File: src/rtl/split_tag_pkg.sv
package split_tag_pkg;

  typedef enum logic [1:0] {
    TS_FREE   = 2'd0,
    TS_ISSUED = 2'd1,
    TS_SPLIT  = 2'd2,
    TS_RETIRE = 2'd3
  } tag_state_e;

  // Beat is usable only if it delivers something and no more than remains.
  function automatic logic beat_fits(input logic [31:0] remaining,
                                     input logic [31:0] bytes);
    return (bytes != 32'd0) && (bytes <= remaining);
  endfunction

  // End address of a beat lands on a 2**lg byte boundary.
  function automatic logic ends_aligned(input logic [31:0] addr,
                                        input logic [31:0] bytes,
                                        input int unsigned lg);
    logic [31:0] fin;
    logic [31:0] mask;
    fin  = addr + bytes;
    mask = (32'd1 << lg) - 32'd1;
    return (fin & mask) == 32'd0;
  endfunction

endpackage

File: src/rtl/tag_lowest_free.sv
module tag_lowest_free #(
  parameter int N     = 32,
  parameter int IDX_W = 5
) (
  input  logic             clk,
  input  logic             rst_n,
  input  logic [N-1:0]     free_vec,
  output logic             any_free,
  output logic [IDX_W-1:0] pick
);

  always_comb begin
    pick = '0;
    for (int i = N - 1; i >= 0; i--) begin
      if (free_vec[i]) pick = IDX_W'(i);
    end
  end

  assign any_free = |free_vec;

  // the offered tag really is free
  a_r2_pick_is_free: assert property (@(posedge clk) disable iff (!rst_n)
    any_free |-> free_vec[pick]);

endmodule

File: src/rtl/tag_slot.sv
module tag_slot
  import split_tag_pkg::*;
#(
  parameter int ADDR_W = 16,
  parameter int CNT_W  = 12
) (
  input  logic              clk,
  input  logic              rst_n,
  input  logic              alloc_en,
  input  logic [ADDR_W-1:0] alloc_addr,
  input  logic [CNT_W-1:0]  alloc_cnt,
  input  logic              split_en,
  input  logic              beat_en,
  input  logic [CNT_W-1:0]  beat_bytes,
  output tag_state_e        state,
  output logic [CNT_W-1:0]  remaining,
  output logic [ADDR_W-1:0] cur_addr
);

  always_ff @(posedge clk) begin
    if (!rst_n) begin
      state     <= TS_FREE;
      remaining <= '0;
      cur_addr  <= '0;
    end else begin
      unique case (state)
        TS_FREE: if (alloc_en) begin
          state     <= TS_ISSUED;
          remaining <= alloc_cnt;
          cur_addr  <= alloc_addr;
        end
        TS_ISSUED: if (split_en) state <= TS_SPLIT;
        TS_SPLIT: if (beat_en) begin
          remaining <= remaining - beat_bytes;
          cur_addr  <= cur_addr + ADDR_W'(beat_bytes);
          if (beat_bytes == remaining) state <= TS_RETIRE;
        end
        TS_RETIRE: state <= TS_FREE;
        default:   state <= TS_FREE;
      endcase
    end
  end

  // allocation lands only on a free slot
  a_r2_alloc_on_free: assert property (@(posedge clk) disable iff (!rst_n)
    alloc_en |-> state == TS_FREE);
  // beats are applied only once the read has been split
  a_r4_beat_after_split: assert property (@(posedge clk) disable iff (!rst_n)
    beat_en |-> state == TS_SPLIT);
  // a split slot without an accepted beat keeps its count
  a_r6_hold_count: assert property (@(posedge clk) disable iff (!rst_n)
    (state == TS_SPLIT && !beat_en) |=> $stable(remaining));
  // retirement lasts exactly one cycle
  a_r9_retire_once: assert property (@(posedge clk) disable iff (!rst_n)
    state == TS_RETIRE |=> state == TS_FREE);

endmodule

File: src/rtl/split_tag_tracker.sv
module split_tag_tracker
  import split_tag_pkg::*;
#(
  parameter int TAG_W  = 5,
  parameter int ADDR_W = 16,
  parameter int CNT_W  = 12,
  parameter int BND_LG = 7
) (
  input  logic              clk,
  input  logic              rst_n,
  input  logic              req_valid,
  input  logic [ADDR_W-1:0] req_addr,
  input  logic [CNT_W-1:0]  req_count,
  output logic              req_ready,
  output logic [TAG_W-1:0]  req_tag,
  input  logic              split_valid,
  input  logic [TAG_W-1:0]  split_tag,
  input  logic              cpl_valid,
  input  logic [TAG_W-1:0]  cpl_tag,
  input  logic [CNT_W-1:0]  cpl_bytes,
  output logic              done_valid,
  output logic [TAG_W-1:0]  done_tag,
  output logic              boundary_error,
  output logic              unexpected_completion
);

  localparam int NTAGS = 1 << TAG_W;

  tag_state_e        st     [NTAGS];
  logic [CNT_W-1:0]  rem_q  [NTAGS];
  logic [ADDR_W-1:0] addr_q [NTAGS];
  logic [NTAGS-1:0]  free_vec;
  logic [NTAGS-1:0]  alloc_en;
  logic [NTAGS-1:0]  split_en;
  logic [NTAGS-1:0]  beat_en;

  // Named internal events
  logic take_req;
  logic split_ok;
  logic cpl_ok;
  logic cpl_final;
  logic cpl_misaligned;

  tag_lowest_free #(.N(NTAGS), .IDX_W(TAG_W)) u_pick (
    .clk      (clk),
    .rst_n    (rst_n),
    .free_vec (free_vec),
    .any_free (req_ready),
    .pick     (req_tag)
  );

  assign take_req = req_valid && req_ready;
  assign split_ok = st[split_tag] == TS_ISSUED;
  assign cpl_ok   = (st[cpl_tag] == TS_SPLIT) &&
                    beat_fits(32'(rem_q[cpl_tag]), 32'(cpl_bytes));
  assign cpl_final = cpl_bytes == rem_q[cpl_tag];
  assign cpl_misaligned = !ends_aligned(32'(addr_q[cpl_tag]), 32'(cpl_bytes), BND_LG);

  for (genvar g = 0; g < NTAGS; g++) begin : g_slot
    assign free_vec[g] = st[g] == TS_FREE;
    assign alloc_en[g] = take_req && (req_tag == TAG_W'(g));
    assign split_en[g] = split_valid && split_ok && (split_tag == TAG_W'(g));
    assign beat_en[g]  = cpl_valid && cpl_ok && (cpl_tag == TAG_W'(g));

    tag_slot #(.ADDR_W(ADDR_W), .CNT_W(CNT_W)) u_slot (
      .clk        (clk),
      .rst_n      (rst_n),
      .alloc_en   (alloc_en[g]),
      .alloc_addr (req_addr),
      .alloc_cnt  (req_count),
      .split_en   (split_en[g]),
      .beat_en    (beat_en[g]),
      .beat_bytes (cpl_bytes),
      .state      (st[g]),
      .remaining  (rem_q[g]),
      .cur_addr   (addr_q[g])
    );
  end

  always_ff @(posedge clk) begin
    if (!rst_n) begin
      done_valid            <= 1'b0;
      done_tag              <= '0;
      boundary_error        <= 1'b0;
      unexpected_completion <= 1'b0;
    end else begin
      done_valid            <= cpl_valid && cpl_ok && cpl_final;
      done_tag              <= cpl_tag;
      boundary_error        <= cpl_valid && cpl_ok && !cpl_final && cpl_misaligned;
      unexpected_completion <= (cpl_valid && !cpl_ok) || (split_valid && !split_ok);
    end
  end

  // input rule - a read never asks for zero bytes
  a_r2_count_nonzero: assert property (@(posedge clk) disable iff (!rst_n)
    req_valid |-> req_count != '0);
  // no tag is taken while every tag is held
  a_r3_no_take_full: assert property (@(posedge clk) disable iff (!rst_n)
    !req_ready |-> alloc_en == '0);
  // the reported tag is the one in its retire cycle
  a_r8_done_matches_slot: assert property (@(posedge clk) disable iff (!rst_n)
    done_valid |-> st[done_tag] == TS_RETIRE);
  // a final beat never reports a boundary fault
  a_r10_not_on_final: assert property (@(posedge clk) disable iff (!rst_n)
    !(boundary_error && done_valid));
  // an illegal beat touches no slot
  a_r5_illegal_no_beat: assert property (@(posedge clk) disable iff (!rst_n)
    (cpl_valid && !cpl_ok) |-> $countones(beat_en) == 0);

endmodule

File: config.mk
export PLATFORM = sky130hd
export DESIGN_NAME = split_tag_tracker
export DESIGN_NICKNAME = d
export VERILOG_FILES = /design/src/rtl/split_tag_pkg.sv /design/src/rtl/tag_lowest_free.sv /design/src/rtl/tag_slot.sv /design/src/rtl/split_tag_tracker.sv
export SDC_FILE = /design/constraint.sdc
export NUM_CORES = 2
export LEC_CHECK = 0
export ABC_AREA = 1
export BUFFER_PORTS_ARGS = -buffer_cell sky130_fd_sc_hd__buf_4
export CORE_MARGIN = 2
export CORE_UTILIZATION = 60
export CTS_BUF_LIST = sky130_fd_sc_hd__clkbuf_8
export DETAILED_ROUTE_END_ITERATION = 10
export PLACE_DENSITY = 0.75
export SETUP_SLACK_MARGIN = 0.05
export SYNTH_ARGS = -nofsm -noshare
export SYNTH_HDL_FRONTEND = slang
export SYNTH_SLANG_ARGS = --single-unit
File: constraint.sdc
create_clock -name clk -period 15.5 [get_ports clk]
set_input_delay 3.1 -clock clk [delete_from_list [all_inputs] [get_ports clk]]
set_output_delay 3.1 -clock clk [all_outputs]
set_load 0.02 [all_outputs]
After elaboration in Yosys (flattened, before gate mapping)
Index checks and enable logic that the tools add are counted.
Storage, ports and cells
  register bits: 968
  input port bits: 55
  output and inout bits: 14
Operators by class
  add/subtract/negate cells: 65
  order comparisons: 3
  eq/ne operators: 352
  multiplexer cells: 396
  bitwise gates (word level): 2
  reduce and logical (&&, ||, !) cells: 245
Operators with widths (number)
  $mux W16: 64
  $pmux W16 S2: 32
  $mux W12: 66
  $pmux W12 S2: 32
  $add A16 B12 Y16: 32
  $eq A12 B12 Y1: 33
  $sub A12 B12 Y12: 32
  $mux W2: 132
  $ne A2 B1 Y1 const B: 128
  $pmux W2 S4: 32
  $eq A5 B5 Y1 const B: 48
  $mux W5: 32
  $eq A2 B2 Y1 const B: 65
  $reduce_and A4 Y1: 32
  $eq A5 B4 Y1 const B: 24
  $logic_and A1 B1 Y1: 106
  $reduce_and A3 Y1: 32
  $bmux W16 S5: 1
  $eq A2 B1 Y1 const B: 33
  $logic_not A2 Y1: 32
  $reduce_bool A2 Y1: 32
  $bmux W12 S5: 1
  $eq A5 B3 Y1 const B: 12
  $logic_not A32 Y1: 1
  13 further kinds: 29

Logic depth before layout (Yosys ltp)
  depth after elaboration: 37
  mapped depth: 41

By module
A second synthesis with hierarchy kept.
Unflattened totals
  cell total of the unflattened synthesis: 16760
  area total of the unflattened synthesis: 98202.9 um^2
By module, submodules not included
  tag_slot at g_slot[1].u_slot ...: times used 21, cells each 477, area each 2830.2 um^2
  tag_slot at g_slot[11].u_slot ...: times used 9, cells each 473, area each 2822.7 um^2
  split_tag_tracker: times used 1, cells each 1428, area each 7229.4 um^2
  tag_slot at g_slot[10].u_slot: times used 1, cells each 475, area each 2832.7 um^2
  tag_slot at g_slot[0].u_slot: times used 1, cells each 476, area each 2831.5 um^2
  tag_lowest_free: times used 1, cells each 107, area each 470.5 um^2

Least setup slack after synthesis
No wires, ideal clock.
  path type: input-to-reg
  start point: input port cpl_tag[0]
  end point: register g_slot[11].u_slot.cur_addr[0]
  setup time: 0.115 ns
  arrival: 7.353 ns
  required time: 15.385 ns
  path slack: 8.032 ns
  cell stages on the path: 29
  buffers on the path: 9
  path through: inv_2 > nor2_4 > inv_2 > buf_6 > buf_12 > clkbuf_1 > clkbuf_1 > buf_1 > o22ai_1 > o21ai_0 > o211ai_1 > o22ai_1 > ha_1 > nand2_1 > inv_1 > nand3_1 > nor3_1 > nand4_1 > inv_1 > a31oi_1 > a221oi_4 > nand3_2 > buf_6 > buf_8 > o41ai_2 > nand3_1 > buf_4 > buf_6 > o21a_1
On the way
  longest elaborated chain between the ends: 11
Ends and longest elaborated chain
  start, declared: RTL line split_tag_tracker.sv:19  | input logic [TAG_W-1:0] cpl_tag,
  $not A5 Y6 (implied by the code): RTL line split_tag_tracker.sv:54, split_tag_tracker.sv:55
  $bmux W12 S5: RTL line split_tag_tracker.sv:55  | beat_fits(32'(rem_q[cpl_tag]), 32'(cpl_bytes));
  $mux W12 (implied by the code) (2 in series): RTL line split_tag_tracker.sv:55
  $le A12 B12 Y1: RTL line split_tag_pkg.sv:13  | return (bytes != 32'd0) && (bytes <= remaining);
  $logic_and A1 B1 Y1: RTL line split_tag_pkg.sv:13
  $logic_and A1 B1 Y1: RTL line split_tag_tracker.sv:54  | assign cpl_ok = (st[cpl_tag] == TS_SPLIT) &&
  $logic_and A1 B1 Y1: RTL line split_tag_tracker.sv:63  | assign beat_en[g] = cpl_valid && cpl_ok && (cpl_tag == TAG_W'(g));
  $logic_and A1 B1 Y1 (*): RTL line split_tag_tracker.sv:63
  $ne A2 B1 Y1 (no line) (*)
  $reduce_and A3 Y1 (no line) (*)
  end signal, assigned: RTL line tag_slot.sv:30  | cur_addr <= alloc_addr;
  end signal, assigned: RTL line tag_slot.sv:35  | cur_addr <= cur_addr + ADDR_W'(beat_bytes);
  end, declared: RTL line tag_slot.sv:17  | output logic [ADDR_W-1:0] cur_addr
Mark *: on every way between the ends. The rest lies on a longest branch, timed or not. The select of a mux whose other input is x is not followed.
A chain may end at the register's enable or synchronous reset.

Final worst setup path
  start point: input port cpl_tag[0]
  end point: register g_slot[0].u_slot.remaining[9]
On the way
  longest elaborated chain between the ends: 11
Ends and longest elaborated chain
  $not A5 Y6 (implied by the code): RTL line split_tag_tracker.sv:54, split_tag_tracker.sv:55
  $bmux W12 S5: RTL line split_tag_tracker.sv:55
  $mux W12 (implied by the code) (2 in series): RTL line split_tag_tracker.sv:55
  $le A12 B12 Y1: RTL line split_tag_pkg.sv:13
  $logic_and A1 B1 Y1: RTL line split_tag_pkg.sv:13
  $logic_and A1 B1 Y1: RTL line split_tag_tracker.sv:54
  $logic_and A1 B1 Y1: RTL line split_tag_tracker.sv:63
  $logic_and A1 B1 Y1 (*): RTL line split_tag_tracker.sv:63
  $ne A2 B1 Y1 (no line) (*)
  $reduce_and A3 Y1 (no line) (*)
  end signal, assigned: RTL line tag_slot.sv:29  | remaining <= alloc_cnt;
  end signal, assigned: RTL line tag_slot.sv:34  | remaining <= remaining - beat_bytes;
  end, declared: RTL line tag_slot.sv:16  | output logic [CNT_W-1:0] remaining,
Marks and branches as above.

==> metrics.yaml <==
status:
  status: "complete, no violations"
clock_tree:
  clk_root_buffer_cell: "sky130_fd_sc_hd__clkbuf_8"
  cts_tree: "built"
  worst_skew_pair_later_pin_latency_ps: 900
  cts.repair.resized: 0
  clk_path_buf_depth: 3
  path_clk_slew_ps: 60
  cts_h_tree_depth: 4
  post_cts.repair.setup_buffers: 0
  cts-buffers-inserted: 136
  holdBufCountCts: 0
  cts_num_sinks: 680
detailed_routing:
  wl_per_cell_um: 22.41
  drt.antenna.violating_nets: 0
  detailedRoute.firstIterationViolations: 8619
  wl_um: 234300
  1st_pass_router_iterations: 8
  avgViaCountPerCell: 6.282
  number_of_drc_violations_after_detailed_routing: 0
  vias: 65690
pwr:
  cellLeakagePower_uw: 0.02919
  irDropWorstVdd_mv: 0.1149
  power.density_nw_per_um2: 150.8
place:
  place.gp.congestion: 1.047
  dpl_cells: 10220
  port-buffer-count: 59
  detailed_place_hpwl_um: 157900
global_routing:
  grt_first_pass_wirelength_um: 349600
  grt_pass1_vias: 59600
  antenna_found_initial: 9
  final_global_route_overflow_total: 0
  grt_use_total_pct: 43.85
  largest_net_degree_at_the_start_of_global_routing: 167
sta:
  relSlewSlack_pct: 4.867
  slew_viol_final: 0
  max_clock_freq_ghz: 0.1026
  minimum_clock_period_ps: 9745
  fin_skew_ps: 52.10
  unrepaired_setup_endpoints_after_global_routing: "no"
  setup-violations-final: 0
  worst_slew_pin_slew_ps: 1412
  final_hold_viol_count: 0
  fin_setup_tns_ps: 0
  final.period_utilization_pct: 62.87
floorplan:
  die_h_um: 322.8
  num_rows: 116
  floorplan.core_area_um2: 100400
  number_of_i_o_pins: 69
  die_area_um2: 104200
  initial_core_util_pct: 60.71
  dieWidth_um: 322.8
final_layout:
  drive_gt1_share_pct: 5.717
  commonest_non_fill_non_tap_cell_in_the_layout: "sky130_fd_sc_hd__nand2_1"
  layout_common_cells: "sky130_fd_sc_hd__nand2_1, sky130_fd_sc_hd__o21ai_0, sky130_fd_sc_hd__inv_1"
  finish.net_count: 9778
  stdcell_count: 10460
  synthToLayoutAreaGrowth_pct: 6.037
  n_fill_cell: 9379
logic_synthesis:
  async_reset_ff_share_pct: 0
  post_synth_inst_count: 9198
  ys_warn_count: 0
  seq_area_frac_synth_pct: 22.33
  number_of_enable_flip_flop_cells_after_synthesis: 0
  synth_area_um2: 60970
  synth-main-ff-cell: "sky130_fd_sc_hd__dfxtp_1"
  synth_area_per_inst_um2: 6.629
  yosys.cell_types.count: 64
  synthTopCellsByArea: "sky130_fd_sc_hd__dfxtp_1, sky130_fd_sc_hd__ha_1, sky130_fd_sc_hd__nand2_1"
  synth_top_area_share_pct: 22.33
  synth.ff_latch_count: 680
  synth_fp_nets: 9977
  post-synth-top-area-cell: "sky130_fd_sc_hd__dfxtp_1"
setup_path:
  critPathCaptureType: "register"
  worst-endpoint-required_ps: 16250
  worstPathArrival_ps: 10500
  crit_path_start_kind: "primary input"
  critical-path-slowest-cell: "sky130_fd_sc_hd__nand3_2"
  timing.setup.critical_path_class: "in -> reg"
  crit_fanout: 56
  critical_path.most_common_cell: "sky130_fd_sc_hd__buf_4"
  max_stage_delay_ps: 780
run:
  cap_violations: 0
worst_hold_path:
  timing.hold.worst.class: "reg -> reg"
[power by group]
group | total (uW) | internal (uW) | switching (uW)
registers | 2530 | 2230 | 298
logic | 5280 | 1790 | 3490
clock network | 1950 | 1050 | 901
total | 9750 | 5060 | 4690
[synthesized netlist by cell type, drive strengths merged (65+ instances only)]
cell / number
a21oi: 870
nand3: 235
dfxtp: 680
ha: 659
o21a: 85
xnor2: 67
a211oi: 82
buf: 116
xor2: 238
o22ai: 315
fa: 65
o21ai: 1180
nand4: 183
inv: 1046
nand2: 1640
clkbuf: 381
nor2: 960
[metrics by stage]
stage / worst slack [ps] / utilization, % / hold WS, ps / power (uW) / area, um2
floorplan: 8032 / - / 437.9 / 6421 / 60970
global placement: 5404 / 61.63 / 448.9 / 7483 / 61890
detailed placement: 5347 / 61.63 / 463.0 / 7642 / 61890
CTS: 6252 / 64.36 / 469.2 / 9590 / 64650
global route: 5466 / 64.37 / 488.3 / 10480 / 64650
finish: 5755 / 64.37 / 472.8 / 9752 / 64660
[sequential cells by signal (all words and copies together) (netlist names)]
| name | count |
|---|---|
| g_slot.u_slot.remaining | 384 |
| g_slot.u_slot.cur_addr | 224 |
| g_slot.u_slot.state | 64 |
| done_tag | 5 |
| boundary_error | 1 |
| done_valid | 1 |
| unexpected_completion | 1 |
[critical path, delay by kind of cell]
| family | cells | cell delay [ps] |
|---|---|---|
| buffers and inverters | 8 | 2590 |
| and+or+nand+nor | 9 | 1820 |
| adders and majority gates | 1 | 180 |
| AOI/OAI and AO/OA | 7 | 2620 |
[final timing paths]
path / start / to / slack (ps) / cells after the start
setup / recovery: cpl_tag[0] / g_slot[0].u_slot.remaining[9]$_SDFFE_PN0P_ / 5760 / 25
setup reg to reg: g_slot[13].u_slot.remaining[3]$_SDFFE_PN0P_ / g_slot[0].u_slot.remaining[9]$_SDFFE_PN0P_ / 9490 / 19
hold reg to reg: g_slot[28].u_slot.remaining[6]$_SDFFE_PN0P_ / g_slot[28].u_slot.remaining[6]$_SDFFE_PN0P_ / 470 / 2
hold / removal: g_slot[28].u_slot.remaining[6]$_SDFFE_PN0P_ / g_slot[28].u_slot.remaining[6]$_SDFFE_PN0P_ / 470 / 2
[per-layer routing]
layer / track usage [%] / part of all wire, % / vias to the layer above
met5: 0 / 0.031 / -
met4: 27.73 / 7.2 / 10
met3: 11.76 / 14 / 944
met2: 64.38 / 41 / 4015
met1: 56.78 / 38 / 29920
li1: - / - / 30800
[cells by family (layout without fill, tap and decap cells)]
| kind of cell | after synthesis | count (layout) | share of synthesized area [%] |
|---|---|---|---|
| compound gates | 2760 | 2760 | 26.10 |
| xor+xnor | 305 | 305 | 4.381 |
| fa+ha+maj | 724 | 724 | 15.66 |
| buf+inv | 1554 | 1452 | 9.969 |
| flops | 680 | 680 | 22.33 |
| other cells | 0 | 4 | 0 |
| simple gates | 3175 | 3175 | 21.57 |
[cell type report]
class	count	area (um2)	area share, %
diodes	4	10.01	0.01548
inverters	1057	3983	6.160
clock inverters	55	274.0	0.4238
clock buffers	180	2477	3.832
well taps	1357	1698	2.626
multi-input cells	6964	41340	63.94
repair buffers	160	1262	1.953
flip-flops and latches	680	13610	21.05
(Power assumes the default switching activity.)
